File: config.mk
export PLATFORM = sky130hd
export DESIGN_NAME = cascade_irq_ctrl
export DESIGN_NICKNAME = d
export VERILOG_FILES = /design/src/rtl/irq_pkg.sv /design/src/rtl/irq_prio_enc.sv /design/src/rtl/irq_group.sv /design/src/rtl/irq_regs.sv /design/src/rtl/cascade_irq_ctrl.sv
export SDC_FILE = /design/constraint.sdc
export NUM_CORES = 1
export LEC_CHECK = 0
export CELL_PAD_IN_SITES_DETAIL_PLACEMENT = 0
export CELL_PAD_IN_SITES_GLOBAL_PLACEMENT = 1
export CORE_UTILIZATION = 39
export CTS_CLUSTER_SIZE = 24
export DETAILED_ROUTE_END_ITERATION = 6
export PLACE_DENSITY = 0.84
export SLEW_MARGIN = 10
export SYNTH_ARGS = -nofsm -noshare
export SYNTH_HDL_FRONTEND = slang
export SYNTH_SLANG_ARGS = --single-unit
File: constraint.sdc
create_clock -name clk -period 2.8 [get_ports clk]
set_clock_uncertainty 0.1 [all_clocks]
set_input_delay 0.42 -clock clk [delete_from_list [all_inputs] [get_ports clk]]
set_output_delay 0.42 -clock clk [all_outputs]
set_load 0.03 [all_outputs]
File: src/rtl/irq_pkg.sv
package irq_pkg;
  typedef enum logic [1:0] {
    GRP_LOC0 = 2'd0,
    GRP_LOC1 = 2'd1,
    GRP_MAP0 = 2'd2,
    GRP_MAP1 = 2'd3
  } grp_e;

  localparam int ADDR_W = 3;
  localparam logic [ADDR_W-1:0] ADR_LSTAT0 = 3'd0;
  localparam logic [ADDR_W-1:0] ADR_LSTAT1 = 3'd1;
  localparam logic [ADDR_W-1:0] ADR_LMASK0 = 3'd2;
  localparam logic [ADDR_W-1:0] ADR_LMASK1 = 3'd3;
  localparam logic [ADDR_W-1:0] ADR_MMASK0 = 3'd4;
  localparam logic [ADDR_W-1:0] ADR_MMASK1 = 3'd5;
  localparam logic [ADDR_W-1:0] ADR_MSTAT  = 3'd6;
endpackage

File: src/rtl/irq_prio_enc.sv
module irq_prio_enc #(
  parameter int W  = 8,
  parameter int IW = $clog2(W)
) (
  input  logic [W-1:0]  vec,
  output logic          any,
  output logic [IW-1:0] idx
);
  // ascending scan: the last hit is the highest set bit
  always_comb begin
    idx = '0;
    for (int i = 0; i < W; i++) begin
      if (vec[i]) idx = IW'(i);
    end
  end

  assign any = |vec;
endmodule

File: src/rtl/irq_group.sv
module irq_group #(
  parameter int             W      = 8,
  parameter int             CASC   = 3,
  parameter irq_pkg::grp_e  LOC_ID = irq_pkg::GRP_LOC0,
  parameter irq_pkg::grp_e  MAP_ID = irq_pkg::GRP_MAP0,
  localparam int            IW     = $clog2(W)
) (
  input  logic          clk,
  input  logic          rst,
  input  logic [W-1:0]  lines,
  input  logic [W-1:0]  mask,
  input  logic [W-1:0]  mmask,
  input  logic [W-1:0]  mstat,
  output logic [W-1:0]  stat,
  output logic          pend_any,
  output logic          src_valid,
  output logic [1:0]    src_grp,
  output logic [IW-1:0] src_idx
);
  localparam logic [W-1:0] CMASK = W'(1) << CASC;

  logic [W-1:0]  mpend;
  logic [W-1:0]  pend;
  logic [W-1:0]  sel;
  logic          use_map;
  logic          enc_any;
  logic [IW-1:0] enc_idx;

  assign mpend    = mstat & mmask;
  assign stat     = (lines & ~CMASK) | ((|mpend) ? CMASK : '0);
  assign pend     = stat & mask;
  assign pend_any = |pend;
  assign use_map  = pend[CASC];
  assign sel      = use_map ? mpend : pend;

  irq_prio_enc #(.W(W)) u_enc (
    .vec (sel),
    .any (enc_any),
    .idx (enc_idx)
  );

  always_comb begin
    src_valid = enc_any;
    src_grp   = 2'd0;
    src_idx   = '0;
    if (enc_any) begin
      src_grp = use_map ? MAP_ID : LOC_ID;
      src_idx = enc_idx;
    end
  end

  // no set bit above the reported index
  a_r3_highest_bit: assert property (@(posedge clk) disable iff (rst)
    src_valid |-> ((sel >> src_idx) == W'(1)));
  // a pending cascade bit redirects to the mapped set
  a_r6_cascade_redirect: assert property (@(posedge clk) disable iff (rst)
    pend[CASC] |-> (src_valid && src_grp == MAP_ID && mpend[src_idx]));
  // an empty set reports nothing
  a_r4_empty_zero: assert property (@(posedge clk) disable iff (rst)
    !pend_any |-> (!src_valid && src_grp == 2'd0 && src_idx == '0));
endmodule

File: src/rtl/irq_regs.sv
module irq_regs #(
  parameter int W     = 8,
  parameter int CASC0 = 3,
  parameter int CASC1 = 5
) (
  input  logic                       clk,
  input  logic                       rst,
  input  logic                       wr,
  input  logic [irq_pkg::ADDR_W-1:0] addr,
  input  logic [W-1:0]               wdata,
  input  logic [W-1:0]               stat0,
  input  logic [W-1:0]               stat1,
  input  logic [W-1:0]               mstat,
  output logic [W-1:0]               lmask0,
  output logic [W-1:0]               lmask1,
  output logic [W-1:0]               mmask0,
  output logic [W-1:0]               mmask1,
  output logic [W-1:0]               rdata
);
  import irq_pkg::*;

  always_ff @(posedge clk) begin
    if (rst) begin
      lmask0 <= '0;
      lmask1 <= '0;
      mmask0 <= '0;
      mmask1 <= '0;
    end else if (wr) begin
      case (addr)
        ADR_LMASK0: lmask0 <= wdata;
        ADR_LMASK1: lmask1 <= wdata;
        ADR_MMASK0: begin
          mmask0        <= wdata;
          lmask0[CASC0] <= |wdata;
        end
        ADR_MMASK1: begin
          mmask1        <= wdata;
          lmask1[CASC1] <= |wdata;
        end
        default: ;
      endcase
    end
  end

  always_ff @(posedge clk) begin
    if (rst) begin
      rdata <= '0;
    end else begin
      case (addr)
        ADR_LSTAT0: rdata <= stat0;
        ADR_LSTAT1: rdata <= stat1;
        ADR_LMASK0: rdata <= lmask0;
        ADR_LMASK1: rdata <= lmask1;
        ADR_MMASK0: rdata <= mmask0;
        ADR_MMASK1: rdata <= mmask1;
        ADR_MSTAT:  rdata <= mstat;
        default:    rdata <= '0;
      endcase
    end
  end

  // masks are clear in the first cycle after reset
  a_r5_masks_cleared: assert property (@(posedge clk) disable iff (rst)
    $fell(rst) |-> (lmask0 == '0 && lmask1 == '0 && mmask0 == '0 && mmask1 == '0));
  // cascade enables follow mapped mask writes
  a_r9_casc0_follows: assert property (@(posedge clk) disable iff (rst)
    (wr && addr == ADR_MMASK0) |=> (lmask0[CASC0] == (|mmask0)));
  a_r9_casc1_follows: assert property (@(posedge clk) disable iff (rst)
    (wr && addr == ADR_MMASK1) |=> (lmask1[CASC1] == (|mmask1)));
  // writes to read-only addresses leave every mask unchanged
  a_r10_ro_write: assert property (@(posedge clk) disable iff (rst)
    (wr && (addr == ADR_LSTAT0 || addr == ADR_LSTAT1 || addr == ADR_MSTAT))
      |=> ($stable(lmask0) && $stable(lmask1) && $stable(mmask0) && $stable(mmask1)));
endmodule

File: src/rtl/cascade_irq_ctrl.sv
module cascade_irq_ctrl #(
  parameter int W     = 8,
  parameter int CASC0 = 3,
  parameter int CASC1 = 5,
  localparam int IW   = $clog2(W)
) (
  input  logic                       clk,
  input  logic                       rst,
  input  logic [W-1:0]               line0_i,
  input  logic [W-1:0]               line1_i,
  input  logic [W-1:0]               map_i,
  input  logic                       reg_wr,
  input  logic [irq_pkg::ADDR_W-1:0] reg_addr,
  input  logic [W-1:0]               reg_wdata,
  output logic [W-1:0]               reg_rdata,
  output logic                       lvl0_irq_o,
  output logic                       lvl1_irq_o,
  output logic                       src0_valid,
  output logic [1:0]                 src0_grp,
  output logic [IW-1:0]              src0_idx,
  output logic                       src1_valid,
  output logic [1:0]                 src1_grp,
  output logic [IW-1:0]              src1_idx
);
  import irq_pkg::*;

  localparam int NG = 2;

  logic [W-1:0]  lines_a [NG];
  logic [W-1:0]  lmask_a [NG];
  logic [W-1:0]  mmask_a [NG];
  logic [W-1:0]  stat_a  [NG];
  logic [NG-1:0] pend_any;
  logic [NG-1:0] valid_a;
  logic [1:0]    grp_a   [NG];
  logic [IW-1:0] idx_a   [NG];
  logic [NG-1:0] lvl_q;

  assign lines_a[0] = line0_i;
  assign lines_a[1] = line1_i;

  irq_regs #(.W(W), .CASC0(CASC0), .CASC1(CASC1)) u_regs (
    .clk    (clk),
    .rst    (rst),
    .wr     (reg_wr),
    .addr   (reg_addr),
    .wdata  (reg_wdata),
    .stat0  (stat_a[0]),
    .stat1  (stat_a[1]),
    .mstat  (map_i),
    .lmask0 (lmask_a[0]),
    .lmask1 (lmask_a[1]),
    .mmask0 (mmask_a[0]),
    .mmask1 (mmask_a[1]),
    .rdata  (reg_rdata)
  );

  for (genvar g = 0; g < NG; g++) begin : g_grp
    localparam int   CPOS = (g == 0) ? CASC0 : CASC1;
    localparam grp_e LID  = (g == 0) ? GRP_LOC0 : GRP_LOC1;
    localparam grp_e MID  = (g == 0) ? GRP_MAP0 : GRP_MAP1;

    irq_group #(.W(W), .CASC(CPOS), .LOC_ID(LID), .MAP_ID(MID)) u_group (
      .clk       (clk),
      .rst       (rst),
      .lines     (lines_a[g]),
      .mask      (lmask_a[g]),
      .mmask     (mmask_a[g]),
      .mstat     (map_i),
      .stat      (stat_a[g]),
      .pend_any  (pend_any[g]),
      .src_valid (valid_a[g]),
      .src_grp   (grp_a[g]),
      .src_idx   (idx_a[g])
    );
  end

  always_ff @(posedge clk) begin
    if (rst) lvl_q <= '0;
    else     lvl_q <= pend_any;
  end

  assign lvl0_irq_o = lvl_q[0];
  assign lvl1_irq_o = lvl_q[1];
  assign src0_valid = valid_a[0];
  assign src0_grp   = grp_a[0];
  assign src0_idx   = idx_a[0];
  assign src1_valid = valid_a[1];
  assign src1_grp   = grp_a[1];
  assign src1_idx   = idx_a[1];

  // a level request appears one edge after a valid source
  a_r2_level_follows0: assert property (@(posedge clk) disable iff (rst)
    src0_valid |=> lvl0_irq_o);
  a_r2_level_follows1: assert property (@(posedge clk) disable iff (rst)
    src1_valid |=> lvl1_irq_o);
  // each group reports only its own mapped path
  a_r7_own_map_path: assert property (@(posedge clk) disable iff (rst)
    (src0_grp != GRP_LOC1 && src0_grp != GRP_MAP1 &&
     src1_grp != GRP_MAP0 && (!src1_valid || src1_grp != GRP_LOC0)));
endmodule

==> load_flow_metrics.sql, run 1 <==
INSERT INTO impl_metrics (metric_group, metric, value, unit) VALUES
('outcome', 'status', 'finished clean', ''),
('setup_path', 'worst_setup_path_start_kind', 'primary input', ''),
('setup_path', 'cp.buffers_inverters', '3', ''),
('detailed_routing', 'drt_pre_antenna_iters', '4', ''),
('setup_path', 'worst_r2r_path_depth', '5', ''),
('die', 'initial_utilization', '40.3', '%'),
('pwr', 'switching_share', '27.0', '%'),
('pwr', 'maximum_vdd_drop', '0.000300', 'V'),
('setup_path', 'r2r-end', 'lvl_q[1]', ''),
('detailed_routing', 'drt-wirelength-per-cell', '17.2', 'µm'),
('setup_path', 'top_cell_by_count_worst_path', 'buf_4', ''),
('placement', 'placedInstanceArea', '3120', 'µm²'),
('pwr', 'part_of_the_total_power_dissipated_in_combinational_logic', '20.6', '%'),
('yosys', 'yosysWarnings', '0', ''),
('pwr', 'sequential_share_of_power', '45.2', '%'),
('timing', 'finalMaxSlewViolations', '0', ''),
('setup_path', 'worst-path-max-fanout', '9', ''),
('cells_and_area', 'area.growth.synth_to_final', '35.6', '%'),
('yosys', 'synth-compound-area-share', '21.6', '%'),
('placement', 'gpl.final_weighted_congestion', '0.896', ''),
('worst_hold_path', 'worst_hold_path.num_cells', '2', ''),
('setup_path', 'worstPathRequired', '2280', 'ps'),
('global_routing', 'groute.usage.overall', '24.3', '%'),
('yosys', 'syn-cell-area', '2390', 'µm²'),
('yosys', 'synthesis.instances', '293', ''),
('yosys', 'ys_ff_latch', '42', ''),
('pwr', 'report.power.total', '1.40', 'mW'),
('pwr', 'powerDensity', '431', 'nW/µm²'),
('global_routing', 'pin_count_of_the_biggest_net_entering_global_routing', '35', ''),
('clock_network', 'clk_pin_slew', '80', 'ps'),
('cells_and_area', 'final_cell_area', '3240', 'µm²'),
('yosys', 'netlist-cell-type-count', '51', ''),
('yosys', 'synth_top_family_by_area', 'simple AND/OR/NAND/NOR gates', ''),
('yosys', 'synth_edf_count', '0', ''),
('yosys', 'ys.flop_type', 'dfxtp_1', ''),
('detailed_routing', 'vias_per_cell', '5.64', ''),
('setup_path', 'endpoint_kind', 'primary output', ''),
('setup_path', 'regToRegSetupSlack', '1090', 'ps'),
('clock_network', 'clock_path_buffers', '2', ''),
('detailed_routing', 'post-route-drc-count', '0', ''),
('pwr', 'cell_internal_pwr', '1.02', 'mW'),
('timing', 'final_period_minus_worst_setup_slack', '2680', 'ps'),
('cells_and_area', 'post-route-util', '54.6', '%'),
('clock_network', 'tritoncts.num_buffers', '5', ''),
('timing', 'fmax', '373', 'MHz'),
('detailed_routing', 'routed_wirelength', '7.51', 'mm'),
('placement', 'numPlacedInstances', '428', ''),
('detailed_routing', 'via_count', '2460', ''),
('setup_path', 'timing_worst_setup_path_type', 'in -> out', ''),
('die', 'dieHeight', '80.2', 'µm'),
('timing', 'fin_ws', '120', 'ps'),
('placement', 'minimum_setup_slack_after_placement', '-260', 'ps'),
('pwr', 'leakagePower', '1.30', 'nW'),
('global_routing', 'first_global_vias', '2202', ''),
('clock_network', 'root_buffer', 'clkbuf_8', ''),
('placement', 'post-dp-hpwl', '5.70', 'mm'),
('yosys', 'async_reset_ff_share', '0', '%'),
('yosys', 'synthXorXnorAreaFrac', '0', '%'),
('global_routing', 'first_pass_grt_wire_length', '11.5', 'mm'),
('die', 'top_level_ports', '60', ''),
('clock_network', 'clkLatencyLatePin', '290', 'ps'),
('timing', 'layout_worst_path_cycle_share', '95.7', '%'),
('yosys', 'post_synth_and_or_nand_nor_area_fraction', '23.5', '%'),
('worst_hold_path', 'min-delay-start', 'u_regs.mmask1[0]', ''),
('worst_hold_path', 'worst_hold_path.endpoint', 'u_regs.mmask1[0]', ''),
('clock_network', 'htreeDepth', '2', ''),
('timing', 'rsz0062_at_grt', 'no', ''),
('setup_path', 'critPathSlowestCell', 'clkdlybuf4s50_1', ''),
('detailed_routing', 'initial_drc_count', '219', ''),
('pwr', 'share_clk_of_total_power', '34.2', '%'),
('setup_path', 'crit_path_max_incr_delay', '440', 'ps');
-- synth_stat cells, drive strengths merged (2+ instances only) --
| cell | n | area share [%] |
|---|---|---|
| a211oi | 2 | 0.63 |
| a21oi | 22 | 4.6 |
| a22oi | 15 | 5.1 |
| a31oi | 7 | 1.8 |
| a32o | 2 | 0.84 |
| a32oi | 2 | 0.73 |
| and2 | 4 | 1.2 |
| and3 | 2 | 0.52 |
| buf | 11 | 2.7 |
| clkbuf | 10 | 1.6 |
| dfxtp | 42 | 35 |
| inv | 2 | 0.31 |
| mux2 | 6 | 2.8 |
| mux2i | 22 | 9.2 |
| mux4 | 3 | 2.8 |
| nand2 | 54 | 8.5 |
| nand2b | 2 | 0.52 |
| nand3 | 10 | 2.1 |
| nand4 | 3 | 0.79 |
| nand4b | 2 | 0.73 |
| nor2 | 27 | 4.2 |
| nor2b | 6 | 1.9 |
| nor3 | 2 | 0.42 |
| nor3b | 2 | 0.63 |
| nor4 | 2 | 0.52 |
| o211ai | 2 | 0.63 |
| o21a | 2 | 0.63 |
| o21ai | 9 | 1.9 |
| o22ai | 2 | 0.52 |
-- cells by family (layout without fill, tap and decap cells) --
| family | Yosys count | after routing |
|---|---|---|
| compound gates | 76 | 76 |
| buf+inv | 23 | 91 |
| flops | 42 | 42 |
| mux | 31 | 31 |
| other cells | 1 | 1 |
| simple gates | 120 | 120 |
-- cells in the final DEF (no fill, tap or decap), types with 3 or more instances in the layout --
cell / Yosys / final
a21oi_1: 22 / 22
mux2i_1: 22 / 22
clkbuf_8: 0 / 5
dlymetal6s2s_1: 0 / 3
nor2b_1: 5 / 5
mux4_2: 3 / 3
nand3_1: 10 / 10
nand2_1: 54 / 54
clkdlybuf4s50_1: 0 / 45
a22oi_2: 2 / 3
o21ai_0: 9 / 9
mux2_2: 6 / 6
and2_1: 3 / 3
nand4_1: 3 / 3
buf_4: 2 / 30
a22oi_1: 13 / 12
dfxtp_1: 42 / 42
nor2_1: 27 / 27
a31oi_1: 7 / 7
-- power by group through the flow --
stage | combinational (mW) | sequential [mW] | clock (mW)
global placement | 0.286 | 0.644 | 0
CTS | 0.287 | 0.630 | 0.489
global route | 0.306 | 0.633 | 0.517
detailed placement | 0.287 | 0.644 | 0
floorplan | 0.133 | 0.653 | 0
finish | 0.287 | 0.631 | 0.478
-- through the flow --
| stage | hold WS (ps) | setup TNS (ps) |
|---|---|---|
| global placement | 379 | -532 |
| floorplan | 347 | 0 |
| global route | 424 | 0 |
| CTS | 392 | 0 |
| detailed placement | 381 | -535 |
| finish | 394 | 0 |
-- worst max-delay path by stage --
stage / startpoint / to / depth (start not counted)
CTS: map_i[5] / src1_valid / 6
finish: map_i[2] / src1_idx[0] / 8
floorplan: map_i[2] / src1_idx[0] / 6
global placement: map_i[2] / src1_valid / 6
global route: map_i[5] / src1_idx[0] / 8
detailed placement: map_i[2] / src1_valid / 6
-- what timing repair did --
item | CTS | global route
setup endpoints to repair | 3 | 5
hold buffers | 0 | 0
gates resized for setup | 3 | 7
-- final cells by class --
class / instances / area (µm²)
Fill cell: 562 / 2690
Multi-Input combinational cell: 228 / 1440
Sequential cell: 42 / 841
Clock inverter: 2 / 37.5
Timing Repair Buffer: 81 / 743
Inverter: 2 / 7.51
Tap cell: 75 / 93.8
Clock buffer: 6 / 72.6
-- metal layers --
| layer | part of all wire, % | wire (µm) | global-route usage [%] |
|---|---|---|---|
| met5 | 0 | 0 | 0 |
| met4 | 2.9 | 216 | 9.11 |
| met3 | 7.9 | 595 | 4.20 |
| met2 | 46 | 3440 | 38.6 |
| met1 | 43 | 3260 | 32.6 |
-- worst reg2reg max path: stages (launching register included) --
cell and delay (ps):
dfxtp_1 370, a22oi_2 240, nand4_1 180, and2_4 200, or3_4 380, nor2b_4 130
-- registers in the layout, indices dropped and copies added, names as in the netlist --
signal	flops
lvl_q	2
u_regs.lmask0	8
u_regs.lmask1	8
u_regs.mmask0	8
u_regs.mmask1	8
u_regs.rdata	8
Power figures use the tool's default switching activity.
==> inputs of run 2 (changes only) <==
--- a/config.mk
+++ b/config.mk
@@ -7,10 +7,11 @@
 export LEC_CHECK = 0
 export CELL_PAD_IN_SITES_DETAIL_PLACEMENT = 0
 export CELL_PAD_IN_SITES_GLOBAL_PLACEMENT = 1
-export CORE_UTILIZATION = 39
+export CORE_MARGIN = 5
+export CORE_UTILIZATION = 36
 export CTS_CLUSTER_SIZE = 24
 export DETAILED_ROUTE_END_ITERATION = 6
-export PLACE_DENSITY = 0.84
+export PLACE_DENSITY = 0.78
 export SLEW_MARGIN = 10
 export SYNTH_ARGS = -nofsm -noshare
 export SYNTH_HDL_FRONTEND = slang
==> constraint.sdc (replaced) <==
create_clock -name clk -period 2.5 [get_ports clk]
set_clock_uncertainty 0.1 [all_clocks]
set_input_delay 0.375 -clock clk [delete_from_list [all_inputs] [get_ports clk]]
set_output_delay 0.375 -clock clk [all_outputs]
set_load 0.03 [all_outputs]
==> run 2 against run 1 <==
Against the previous run:
- critical path type unchanged
- worst setup slack worse by 35 ps
- global-route usage fell by 4.7 points
- final cell count increased by 7.3%
- power grew 10%
- wire length grew 9.3%
- register-to-register slack got worse by 310 ps
- critical path depth is the same
- non-clock buffer count increased by 30
- sequential share of layout area is 1.8 points lower
- final area increased by 7.4%
- highest routed layer unchanged
- hold slack improved by 10 ps
==> load_flow_metrics.sql, run 2 (synthesis gave the netlist of run 1 again) <==
INSERT INTO impl_metrics (metric_group, metric, value, unit) VALUES
('detailed_routing', 'post-route-drc-count', '0', ''),
('die', 'top_level_ports', '60', ''),
('global_routing', 'first_pass_grt_wire_length', '13.0', 'mm'),
('global_routing', 'pin_count_of_the_biggest_net_entering_global_routing', '35', ''),
('clock_network', 'tritoncts.num_buffers', '5', ''),
('setup_path', 'timing_worst_setup_path_type', 'in -> out', ''),
('detailed_routing', 'wl_met1', '3.81', 'mm'),
('detailed_routing', 'drt-wirelength-per-cell', '17.5', 'µm'),
('setup_path', 'path_delay_family', 'buffers and inverters', ''),
('detailed_routing', 'met3_wirelength', '547', 'µm'),
('die', 'core-area', '6390', 'µm²'),
('detailed_routing', 'met2_wirelength', '3.77', 'mm'),
('setup_path', 'worst_setup_path_start_kind', 'primary input', ''),
('setup_path', 'endpoint_kind', 'primary output', ''),
('pwr', 'share_clk_of_total_power', '31.7', '%'),
('worst_hold_path', 'min-delay-start', 'u_regs.mmask1[0]', ''),
('cells_and_area', 'post-route-util', '54.4', '%'),
('worst_hold_path', 'worst_hold_path.num_cells', '2', ''),
('timing', 'layout_worst_path_cycle_share', '96.6', '%'),
('cells_and_area', 'final_cell_area', '3470', 'µm²'),
('timing', 'setup_tns', '0', 'ps'),
('placement', 'gpl.final_weighted_congestion', '0.927', ''),
('timing', 'fmax', '414', 'MHz'),
('clock_network', 'clk_pin_slew', '90', 'ps'),
('timing', 'holdWs', '405', 'ps'),
('worst_hold_path', 'worst_hold_path.endpoint', 'u_regs.mmask1[0]', ''),
('pwr', 'cell_internal_pwr', '1.09', 'mW'),
('setup_path', 'critPathSlowestCell', 'clkdlybuf4s50_1', ''),
('setup_path', 'crit_path_max_incr_delay', '490', 'ps'),
('setup_path', 'regToRegSetupSlack', '780', 'ps'),
('setup_path', 'crit_arrival', '1940', 'ps'),
('cells_and_area', 'layout.cells.most_common_list', 'buf_4 (60), nand2_1 (53), dfxtp_1 (42)', ''),
('pwr', 'switching_share', '29.5', '%'),
('pwr', 'powerDensity', '443', 'nW/µm²'),
('setup_path', 'worstPathRequired', '2030', 'ps'),
('global_routing', 'groute.usage.overall', '19.6', '%'),
('setup_path', 'critical_path.cell_chain', 'clkdlybuf4s50_1, and2_1, a21o_1, and3b_1, buf_4, and2_1, a31oi_1, buf_4', ''),
('cells_and_area', 'design.final.nets', '428', ''),
('pwr', 'total_switching_power', '0.454', 'mW'),
('cells_and_area', 'layout-drive-gt1-share', '23.8', '%'),
('timing', 'setup_viol_count_final', '0', ''),
('setup_path', 'worst_r2r_path_depth', '6', ''),
('detailed_routing', 'via_count', '2584', ''),
('worst_hold_path', 'hold_path_class', 'reg -> reg', ''),
('timing', 'finalMaxSlewViolations', '0', ''),
('global_routing', 'number_of_antenna_violations_at_the_first_check_in_global_routing', '0', ''),
('die', 'die_x', '91.4', 'µm'),
('global_routing', 'first_global_vias', '2501', ''),
('pwr', 'sequential_share_of_power', '45.8', '%'),
('setup_path', 'r2r-end', 'u_regs.rdata[3]', ''),
('clock_network', 'clock_path_buffers', '2', ''),
('clock_network', 'clkLatencyLatePin', '310', 'ps'),
('detailed_routing', 'initial_drc_count', '201', ''),
('die', 'placement_rows', '29', ''),
('detailed_routing', 'vias_per_cell', '5.52', ''),
('die', 'floorplan.die_area', '8360', 'µm²'),
('global_routing', 'globalRouteOverflowTotal', '0', ''),
('clock_network', 'hold_buffers', '0', ''),
('detailed_routing', 'drt_pre_antenna_iters', '5', ''),
('pwr', 'leakagePower', '1.45', 'nW'),
('die', 'initial_utilization', '37.4', '%'),
('detailed_routing', 'routed_wirelength', '8.21', 'mm'),
('die', 'dieHeight', '91.4', 'µm'),
('detailed_routing', 'top_routing_layer_used', 'met4', ''),
('detailed_routing', 'drt.antenna.violating_nets', '0', ''),
('cells_and_area', 'area.growth.synth_to_final', '45.6', '%'),
('clock_network', 'root_buffer', 'clkbuf_8', ''),
('setup_path', 'rr_startpoint', 'u_regs.mmask0[7]', ''),
('clock_network', 'tritoncts_num_sinks', '42', ''),
('pwr', 'maximum_vdd_drop', '0.000227', 'V'),
('flow_run', 'max_cap_viol_count', '0', ''),
('clock_network', 'htreeDepth', '2', ''),
('clock_network', 'tritoncts', 'yes', ''),
('setup_path', 'worst-path-max-fanout', '2', ''),
('timing', 'final_period_minus_worst_setup_slack', '2420', 'ps'),
('placement', 'numPortBuffers', '56', ''),
('placement', 'post-dp-hpwl', '6.48', 'mm'),
('timing', 'rsz0062_at_grt', 'no', ''),
('cells_and_area', 'layout.cells.most_common', 'buf_4', ''),
('outcome', 'status', 'finished clean', ''),
('cells_and_area', 'fill_cells', '617', ''),
('setup_path', 'cp.buffers_inverters', '3', ''),
('timing', 'final_number_of_hold_violating_endpoints', '0', ''),
('cells_and_area', 'n_antenna_cell', '0', ''),
('placement', 'placedInstanceArea', '3340', 'µm²'),
('pwr', 'part_of_the_total_power_dissipated_in_combinational_logic', '22.5', '%');
run 2: how the worst max path moves through the flow:
stage | startpoint | end | cells past startpoint
after floorplan | map_i[2] | src1_idx[0] | 6
after global placement | map_i[2] | src1_valid | 6
after detailed placement | map_i[2] | src1_valid | 6
after CTS | map_i[3] | src1_valid | 6
after global routing | line0_i[7] | src0_idx[2] | 8
final | line0_i[7] | src0_idx[2] | 8
run 2: layer usage:
layer,vias to the layer above,global-route usage [%]
met5,-,0
met4,0,4.03
met3,10,3.39
met2,96,32.2
met1,1224,26.9
li1,1254,-
run 2: through the flow:
stage,setup slack [ps],instances,power [mW]
after global placement,-484,458,1.07
after global routing,3.28,468,1.60
after floorplan,328,293,0.880
final,84.9,468,1.54
after CTS,-18.6,467,1.54
after detailed placement,-476,458,1.07
run 2: cell type report:
| class | count | area (µm²) | area share [%] |
|---|---|---|---|
| clock inverters | 2 | 16.3 | 0.468 |
| repair buffers | 111 | 968 | 27.9 |
| inverters | 2 | 7.51 | 0.216 |
| multi-input cells | 228 | 1460 | 42.1 |
| clock buffers | 6 | 82.6 | 2.38 |
| well taps | 77 | 96.3 | 2.77 |
| flip-flops and latches | 42 | 841 | 24.2 |
run 2: worst register-to-register path: stages, from the launching register on:
cell and delay (ps):
dfxtp_1 390, a22oi_2 210, nand4_1 160, buf_4 160, mux4_2 440, nor2_1 100, nor3_1 50
run 2: power groups by stage:
stage	Clock, mW	Sequential (mW)	Combinational, mW
after detailed placement	0	0.720	0.347
after global routing	0.523	0.708	0.371
after CTS	0.495	0.705	0.344
final	0.489	0.706	0.346
after global placement	0	0.720	0.347
after floorplan	0	0.732	0.149
run 2: timing repair:
action / 4_1_cts / 5_1_grt
pin swaps: 8 / 7
gates resized for setup: 17 / 8
cloned: 0 / 0
setup endpoints to repair: 9 / 4
setup buffers: 1 / 1
